<file path="config.mk">
export PLATFORM = sky130hd
export DESIGN_NAME = led_status_mux
export DESIGN_NICKNAME = d
export VERILOG_FILES = /design/src/rtl/led_status_pkg.sv /design/src/rtl/led_slow_blink.sv /design/src/rtl/led_mode_blink.sv /design/src/rtl/led_out_mux.sv /design/src/rtl/led_status_mux.sv
export SDC_FILE = /design/constraint.sdc
export NUM_CORES = 1
export LEC_CHECK = 0
export BUFFER_PORTS_ARGS = -buffer_cell sky130_fd_sc_hd__buf_4
export CORE_ASPECT_RATIO = 0.8
export CORE_UTILIZATION = 45
export CTS_CLUSTER_SIZE = 28
export DETAILED_ROUTE_END_ITERATION = 10
export GPL_TIMING_DRIVEN = 0
export PLACE_DENSITY = 0.65
export SLEW_MARGIN = 30
export SYNTH_ARGS = -nofsm -noshare
export SYNTH_HDL_FRONTEND = slang
export SYNTH_SLANG_ARGS = --single-unit
</file>
<file path="constraint.sdc">
create_clock -name clk -period 5.9 [get_ports clk]
set_input_delay 0.59 -clock clk [delete_from_list [all_inputs] [get_ports clk]]
set_output_delay 0.59 -clock clk [all_outputs]
set_load 0.05 [all_outputs]
</file>
<file path="src/rtl/led_status_pkg.sv">
package led_status_pkg;

    // Number of LEDs that a remote GPIO bit can override
    localparam int unsigned NUM_OVR = 6;

    // Slot order inside the override vector
    typedef enum logic [2:0] {
        SLOT_GREEN = 3'd0,
        SLOT_RED   = 3'd1,
        SLOT_A_NEG = 3'd2,
        SLOT_A_POS = 3'd3,
        SLOT_B_NEG = 3'd4,
        SLOT_B_POS = 3'd5
    } led_slot_e;

    // Remote GPIO bit that controls a given slot
    function automatic int unsigned ovr_bit(input int unsigned slot);
        return 5 + slot;
    endfunction

    // Slots whose remote value is shown inverted
    function automatic bit ovr_inv(input int unsigned slot);
        return (slot == 32'(SLOT_A_POS)) || (slot == 32'(SLOT_B_POS));
    endfunction

    typedef struct packed {
        logic               cfg;
        logic [NUM_OVR-1:0] ovr;
    } led_vec_t;

endpackage

</file>
<file path="src/rtl/led_slow_blink.sv">
module led_slow_blink #(
    parameter int unsigned HALF_CYC = 100_000_000
) (
    input  logic clk,
    input  logic rst,
    output logic wave
);
    localparam int unsigned CW = (HALF_CYC > 1) ? $clog2(HALF_CYC) : 1;
    localparam logic [CW-1:0] LAST = CW'(HALF_CYC - 1);

    typedef struct packed {
        logic [CW-1:0] cnt;
        logic          wave;
    } st_t;

    st_t st_d, st_q;

    always_comb begin
        st_d = st_q;
        if (st_q.cnt == LAST) begin
            st_d.cnt  = '0;
            st_d.wave = ~st_q.wave;
        end else begin
            st_d.cnt = st_q.cnt + 1'b1;
        end
    end

    always_ff @(posedge clk) begin
        if (rst) st_q <= '0;
        else     st_q <= st_d;
    end

    assign wave = st_q.wave;


    wave_edge_chk: assert property (@(posedge clk) disable iff (rst)
        (st_q.wave != $past(st_q.wave)) |-> ($past(st_q.cnt) == LAST));

endmodule

</file>
<file path="src/rtl/led_mode_blink.sv">
module led_mode_blink #(
    parameter int unsigned SLOT_CYC    = 20_000_000,
    parameter int unsigned PAUSE_SLOTS = 6,
    parameter int unsigned MODE_W      = 2
) (
    input  logic              clk,
    input  logic              rst,
    input  logic [MODE_W-1:0] mode,
    output logic              pulse
);
    localparam int unsigned MAX_FRAME = 2 * (1 << MODE_W) + PAUSE_SLOTS;
    localparam int unsigned IW        = $clog2(MAX_FRAME + 1);
    localparam int unsigned CW        = (SLOT_CYC > 1) ? $clog2(SLOT_CYC) : 1;
    localparam logic [CW-1:0] SLOT_LAST = CW'(SLOT_CYC - 1);

    typedef struct packed {
        logic [CW-1:0]     cnt;
        logic [IW-1:0]     idx;
        logic [MODE_W-1:0] mode;
        logic              pulse;
    } st_t;

    st_t st_d, st_q;

    function automatic logic [IW-1:0] burst_len(input logic [MODE_W-1:0] m);
        return IW'({m, 1'b0}) + IW'(2);
    endfunction

    function automatic logic [IW-1:0] frame_last(input logic [MODE_W-1:0] m);
        return burst_len(m) + IW'(PAUSE_SLOTS - 1);
    endfunction

    always_comb begin
        st_d = st_q;
        if (st_q.cnt == SLOT_LAST) begin
            st_d.cnt = '0;
            if (st_q.idx == frame_last(st_q.mode)) begin
                st_d.idx  = '0;
                st_d.mode = mode;
            end else begin
                st_d.idx = st_q.idx + 1'b1;
            end
        end else begin
            st_d.cnt = st_q.cnt + 1'b1;
        end
        st_d.pulse = (st_d.idx < burst_len(st_d.mode)) && !st_d.idx[0];
    end

    always_ff @(posedge clk) begin
        if (rst) begin
            st_q       <= '0;
            st_q.pulse <= 1'b1;
        end else begin
            st_q <= st_d;
        end
    end

    assign pulse = st_q.pulse;


    mode_frame_chk: assert property (@(posedge clk) disable iff (rst)
        (st_q.mode != $past(st_q.mode)) |-> (st_q.idx == '0 && st_q.cnt == '0));


    pulse_slot_chk: assert property (@(posedge clk) disable iff (rst)
        $rose(st_q.pulse) |-> (st_q.cnt == '0));

endmodule

</file>
<file path="src/rtl/led_out_mux.sv">
module led_out_mux
    import led_status_pkg::*;
#(
    parameter int unsigned GPIO_W = 32
) (
    input  logic               clk,
    input  logic               rst,
    input  logic [GPIO_W-1:0]  gpio,
    input  logic               link,
    input  logic [NUM_OVR-1:0] local_val,
    input  logic               prog_done,
    output led_vec_t           leds
);
    initial assert (GPIO_W >= 11);

    typedef struct packed {
        logic     live;
        led_vec_t v;
    } st_t;

    st_t st_d, st_q;
    logic [NUM_OVR-1:0] sel;
    logic unused_gpio;

    assign unused_gpio = ^gpio;

    for (genvar i = 0; i < NUM_OVR; i++) begin : g_sel
        localparam int unsigned BIT = ovr_bit(i);
        localparam bit          INV = ovr_inv(i);
        assign sel[i] = link ? (gpio[BIT] ^ INV) : local_val[i];
    end

    always_comb begin
        st_d       = st_q;
        st_d.live  = 1'b1;
        st_d.v.ovr = sel;
        st_d.v.cfg = ~prog_done;
    end

    always_ff @(posedge clk) begin
        if (rst) st_q <= '0;
        else     st_q <= st_d;
    end

    assign leds = st_q.v;


    green_ovr_chk: assert property (@(posedge clk) disable iff (rst)
        (st_q.live && $past(link)) |-> (leds.ovr[SLOT_GREEN] == $past(gpio[5])));


    apos_inv_chk: assert property (@(posedge clk) disable iff (rst)
        (st_q.live && $past(link)) |-> (leds.ovr[SLOT_A_POS] == !$past(gpio[8])));


    aneg_off_chk: assert property (@(posedge clk) disable iff (rst)
        (st_q.live && !$past(link)) |-> !leds.ovr[SLOT_A_NEG]);


    bneg_off_chk: assert property (@(posedge clk) disable iff (rst)
        (st_q.live && !$past(link)) |-> !leds.ovr[SLOT_B_NEG]);


    cfg_led_chk: assert property (@(posedge clk) disable iff (rst)
        st_q.live |-> (leds.cfg == !$past(prog_done)));

endmodule

</file>
<file path="src/rtl/led_status_mux.sv">
module led_status_mux
    import led_status_pkg::*;
#(
    parameter int unsigned GPIO_W        = 32,
    parameter int unsigned MODE_W        = 2,
    parameter int unsigned SLOW_HALF_CYC = 100_000_000,
    parameter int unsigned SLOT_CYC      = 20_000_000,
    parameter int unsigned PAUSE_SLOTS   = 6
) (
    input  logic              clk,
    input  logic              rst,
    input  logic [GPIO_W-1:0] remote_io,
    input  logic              link_active,
    input  logic              power_req,
    input  logic              rst_key,
    input  logic [MODE_W-1:0] boot_mode,
    input  logic              prog_done,
    output logic              led_green,
    output logic              led_red,
    output logic              pair_a_neg,
    output logic              pair_a_pos,
    output logic              pair_b_neg,
    output logic              pair_b_pos,
    output logic              led_cfg
);
    logic               slow_wave;
    logic               mode_wave;
    logic [NUM_OVR-1:0] local_val;
    led_vec_t           leds;

    led_slow_blink #(
        .HALF_CYC (SLOW_HALF_CYC)
    ) u_slow (
        .clk  (clk),
        .rst  (rst),
        .wave (slow_wave)
    );

    led_mode_blink #(
        .SLOT_CYC    (SLOT_CYC),
        .PAUSE_SLOTS (PAUSE_SLOTS),
        .MODE_W      (MODE_W)
    ) u_mode (
        .clk   (clk),
        .rst   (rst),
        .mode  (boot_mode),
        .pulse (mode_wave)
    );

    always_comb begin
        local_val             = '0;
        local_val[SLOT_GREEN] = power_req | slow_wave;
        local_val[SLOT_RED]   = ~rst_key | mode_wave;
        local_val[SLOT_A_NEG] = 1'b0;
        local_val[SLOT_A_POS] = power_req | slow_wave;
        local_val[SLOT_B_NEG] = 1'b0;
        local_val[SLOT_B_POS] = rst_key;
    end

    led_out_mux #(
        .GPIO_W (GPIO_W)
    ) u_mux (
        .clk       (clk),
        .rst       (rst),
        .gpio      (remote_io),
        .link      (link_active),
        .local_val (local_val),
        .prog_done (prog_done),
        .leds      (leds)
    );

    assign led_green  = leds.ovr[SLOT_GREEN];
    assign led_red    = leds.ovr[SLOT_RED];
    assign pair_a_neg = leds.ovr[SLOT_A_NEG];
    assign pair_a_pos = leds.ovr[SLOT_A_POS];
    assign pair_b_neg = leds.ovr[SLOT_B_NEG];
    assign pair_b_pos = leds.ovr[SLOT_B_POS];
    assign led_cfg    = leds.cfg;


    bpos_local_chk: assert property (@(posedge clk) disable iff (rst)
        (!link_active && $stable(link_active) && $stable(rst_key)) |=> (pair_b_pos == $past(rst_key)));

endmodule

</file>
# Word level (Yosys, flattened, before mapping)
# Cells that the tools add are included.
[word_totals] register_bits=67 in_bits=40 output_inout_bits=7 word_cells=39
[op_classes] n_addsub=6 n_lt_le_gt_ge=1 eq_ne=3 mux=7 bitwise=8 n_reduce_logical=5
[ops] op="27-bit by 1-bit adder with 27-bit output (second input constant)" count=1
[ops] op="27-bit equality test (second input constant)" count=1
[ops] op="25-bit by 1-bit adder with 25-bit output (second input constant)" count=1
[ops] op="25-bit equality test (second input constant)" count=1
[ops] op="3-bit by 2-bit adder with 4-bit output (second input constant)" count=2
[ops] op="6-bit 2-to-1 mux" count=1
[ops] op="1-bit NOT" count=6
[ops] op="2-bit OR reduction" count=3
[ops] op="4-bit by 1-bit adder with 4-bit output (second input constant)" count=1
[ops] op="4-bit by 3-bit adder with 4-bit output (second input constant)" count=1
[ops] op="4-bit equality test" count=1
[ops] op="4-bit less-than comparator" count=1
[ops] op="1-bit 2-to-1 mux" count=4
[ops] op="4-bit 2-to-1 mux" count=1
[ops] op="2-bit 2-to-1 mux" count=1
[ops] op="1-bit bitwise OR" count=2
[ops] op="1-bit logical AND" count=1
[ops] op="1-bit zero test" count=1

# Longest topological paths before layout
[depth] ltp_word=8 ltp_mapped=14 mapped_depth_nobuf=13

# Modules after synthesis
# A second synthesis with hierarchy kept.
[hier_totals] cells_unflattened=380 area_unflattened_um2=3285.7
[modules_own_cells] mod="led_mode_blink" instances=1 cells_each=197 area_each_um2=1660.3 seq_area_each_um2=640.6
[modules_own_cells] mod="led_slow_blink" instances=1 cells_each=158 area_each_um2=1351.3 seq_area_each_um2=560.5
[modules_own_cells] mod="led_out_mux" instances=1 cells_each=22 area_each_um2=257.7 seq_area_each_um2=140.1
[modules_own_cells] mod="led_status_mux" instances=1 cells_each=3 area_each_um2=16.3 seq_area_each_um2=0.0

# Worst setup path after synthesis
# Ideal clock, no wire load.
[synth_path] kind="reg2reg" startpoint="register u_mode.st_q[1] (netlist bit)" endpoint="register, netlist name u_mode.pulse" arrival_time_ns=3.219 required_time_ns=5.778 path_slack_ns=2.559 path_stages_with_launch=15 synth_period_minus_slack_ns=3.341 path_cell_list="dfxtp_1 > inv_1 > ha_1 > xnor2_1 > or4b_1 > clkbuf_1 > nor3_2 > mux2_2 > ha_1 > inv_1 > ha_1 > nand2_1 > o21ai_0 > nor3_1 > o32a_1"
[synth_rtl] element="start: declaration" line="led_mode_blink.sv:23" rtl="st_t st_d, st_q;"
[synth_rtl] element="start signal: assignment" line="led_mode_blink.sv:54" rtl="st_q <= st_d;"

==> flow_metrics.py <==
metrics = {
    "timing": {
        "rsz0062_at_grt": "false",
        "finalSetupViolations": 0,
        "finalHoldViolCount": 0,
        "relSlewSlack_pct": 69.3,
        "tns_ps": 0,
        "timing.final.crit_share_pct": 62.7,
        "fmax_mhz": 270,
        "tightest_slew_ps": 457,
        "drv_slew": 0,
        "fin_crit_ps": 3700,
        "clock_skew_ps": 7.49,
    },
    "yosys": {
        "syn_inst": 368,
        "synth_edf_count": 0,
        "synth_adder_area_share_pct": 2.77,
        "synth_cell_types": 42,
        "synthSimpleGateAreaFrac_pct": 31.0,
        "synth.area.mux_share_pct": 1.03,
        "synth_area_per_cell_sq_um": 8.58,
        "synth-xor-area-share_pct": 13.6,
        "synthFlopType": "dfxtp_1",
        "ys_seq_elements": 67,
        "synth-seq-area-share_pct": 42.5,
        "async_reset_ff_share_pct": 0,
        "yosysWarnings": 0,
        "synth.net_count": 415,
        "syn_area_sq_um": 3160,
        "synth_top_family_by_area": "simple AND/OR/NAND/NOR gates",
        "synth_compound_area_share_pct": 4.28,
    },
    "final_layout": {
        "layout.nets": 445,
        "final_cell_mix": "dfxtp_1, nor2_1, xnor2_1",
        "syn_to_final_growth_pct": 13.6,
        "final_common_cell": "dfxtp_1",
        "drive_gt1_share_pct": 13.2,
        "insertedDiodeCount": 0,
    },
    "clocking": {
        "cts_tree": "yes",
        "clk_latency_ps": 340,
        "clk_pin_slew_worst_paths_ps": 70,
        "post_cts_buffers": 0,
        "numCtsBuffers": 9,
        "cts_sinks": 67,
        "cts_root_buf": "clkbuf_8",
        "ctsHoldBuffers": 0,
        "htreeDepth": 3,
        "cts_resized": 0,
        "clk_path_buf_depth": 2,
    },
    "route": {
        "post_drt_wl_per_cell_um": 12.6,
        "first_pass_iters": 4,
        "drt-initial-drc-count": 120,
        "drc": 0,
        "dr_total_vias": 2543,
        "postRouteAntennaNets": 0,
        "viasPerCell": 5.23,
        "drt_wl_total_mm": 6.14,
    },
    "worst_setup_path": {
        "path_depth": 14,
        "rr_worst_depth": 14,
        "path_class": "flip-flop to flip-flop",
        "critPathBufInv": 3,
        "crit_start": "u_mode.st_q[1]",
        "crit_path_end_kind": "flip-flop",
        "cp_slowest_cell": "or4b_1",
        "critPathMaxStageDelay_ps": 520,
        "cp_cell_sequence": "inv_1, ha_1, xnor2_1, or4b_1, clkbuf_1, nor3_2, mux2_2, ha_1, inv_1, ha_1, nand2_1, o21ai_0, nor3_1, o32a_1",
        "critPathLaunchType": "flip-flop",
        "required_ps": 6130,
        "crit_top_cell": "ha_1",
        "cp_top_family": "simple AND/OR/NAND/NOR gates",
        "path_max_fanout": 6,
        "cp.arrival_ps": 3930,
        "reg2reg_setup_slack_ps": 2200,
        "rr_startpoint": "u_mode.st_q[1]",
        "crit_end": "u_mode.pulse",
        "r2r_end": "u_mode.pulse",
    },
    "pwr": {
        "powerDensity_nw_per_um2": 244,
        "p_leak_uw": 0.00125,
        "ir_worst_vdd_mv": 0.159,
        "p_total_uw": 875,
    },
    "floorplan": {
        "ioPinCount": 47,
        "die_w_um": 95.6,
        "die-area_sq_um": 7360,
        "core-area_sq_um": 6570,
        "rows": 26,
        "initial_core_util_pct": 48.0,
        "die_h_um": 76.9,
    },
    "grt": {
        "grt_overflow_total": 0,
        "grt.total_usage_pct": 18.2,
        "grt_first_pass_wirelength_mm": 10.3,
        "grt_pass1_vias": 2287,
        "grt_max_degree": 12,
        "grt_antenna_before_repair": 0,
    },
    "placed_design": {
        "port_buffers": 19,
        "dp_hpwl_mm": 4.43,
        "place_congestion": 0.865,
    },
    "min_path": {
        "hp-start": "prog_done",
        "hp-class": "input port to flip-flop",
    },
    "job": {
        "drv_cap": 0,
    },
    "run_status": {
        "status": "complete, no violations",
    },
}
registers in the layout, indices dropped and copies added, names as in the netlist:
signal / count
u_mux.leds: 7
u_slow.st_q: 27
u_mode.pulse: 1
u_slow.wave: 1
u_mode.st_q: 31
synthesized netlist by cell type, drive strengths merged, types with 7 or more instances:
cell type  number  area share (%)
ha              7             2.8
nor4            8             1.6
nand3          22             3.5
nor2           63             7.5
clkbuf          8            0.95
and4            8             2.2
nor3           15             2.5
inv            13             1.5
nand2          22             2.6
xor2           17             4.7
nand4          17             3.4
a21oi          10             1.7
dfxtp          67              42
buf            10             2.3
xnor2          32             8.9
routing by layer:
layer / wire [um] / global-route usage [%] / vias to the layer above
met5: 0 / 0 / -
met1: 3220 / 25.9 / 1156
met2: 2510 / 25.4 / 51
met3: 326 / 6.25 / 10
li1: - / - / 1326
met4: 78 / 5.82 / 0
per-stage QoR:
stage                     hold slack, ps  cells  setup WS (ps)  util [%]  cell area [sq um]
after floorplan                      426    368           2560         -               3160
after global placement               438    471           2280      51.8               3400
after detailed placement             448    471           2200      51.8               3400
after CTS                            372    486           2180      54.6               3590
after global routing                 371    486           2040      54.6               3590
final                                389    486           2200      54.6               3590
where the power goes:
group / switching (uW) / internal, uW
clock network: 170 / 191
logic: 29.7 / 19.5
registers: 4.58 / 460
total: 205 / 671
worst min-delay path by stage:
| stage | endpoint | slack (ps) | cells past startpoint |
|---|---|---|---|
| floorplan | u_slow.st_q[1] | 430 | 1 |
| global placement | u_mode.st_q[7] | 440 | 1 |
| detailed placement | u_mode.st_q[7] | 450 | 1 |
| CTS | u_mux.leds[6] | 370 | 2 |
| global route | u_mux.leds[6] | 370 | 2 |
| finish | u_mux.leds[6] | 390 | 2 |
logic make-up (layout without fill, tap and decap cells):
kind of cell               after synthesis  count (layout)
xor gates and xnor gates                49              49
adders and majority gates                7               7
buffers and inverters                   31              65
AOI/OAI and AO/OA                       22              22
and+or+nand+nor                        189             189
muxes                                    3               3
DFF                                     67              67
final cells by class:
| class | instances | area [sq um] |
|---|---|---|
| clock buffers | 10 | 128 |
| flip-flops and latches | 67 | 1340 |
| multi-input cells | 270 | 1660 |
| clock inverters | 5 | 55.1 |
| repair buffers | 19 | 143 |
| fillers | 603 | 2980 |
| inverters | 13 | 48.8 |
| plain buffers | 18 | 104 |
| well taps | 84 | 105 |
Note: power is estimated with default switching activity, not from simulation.
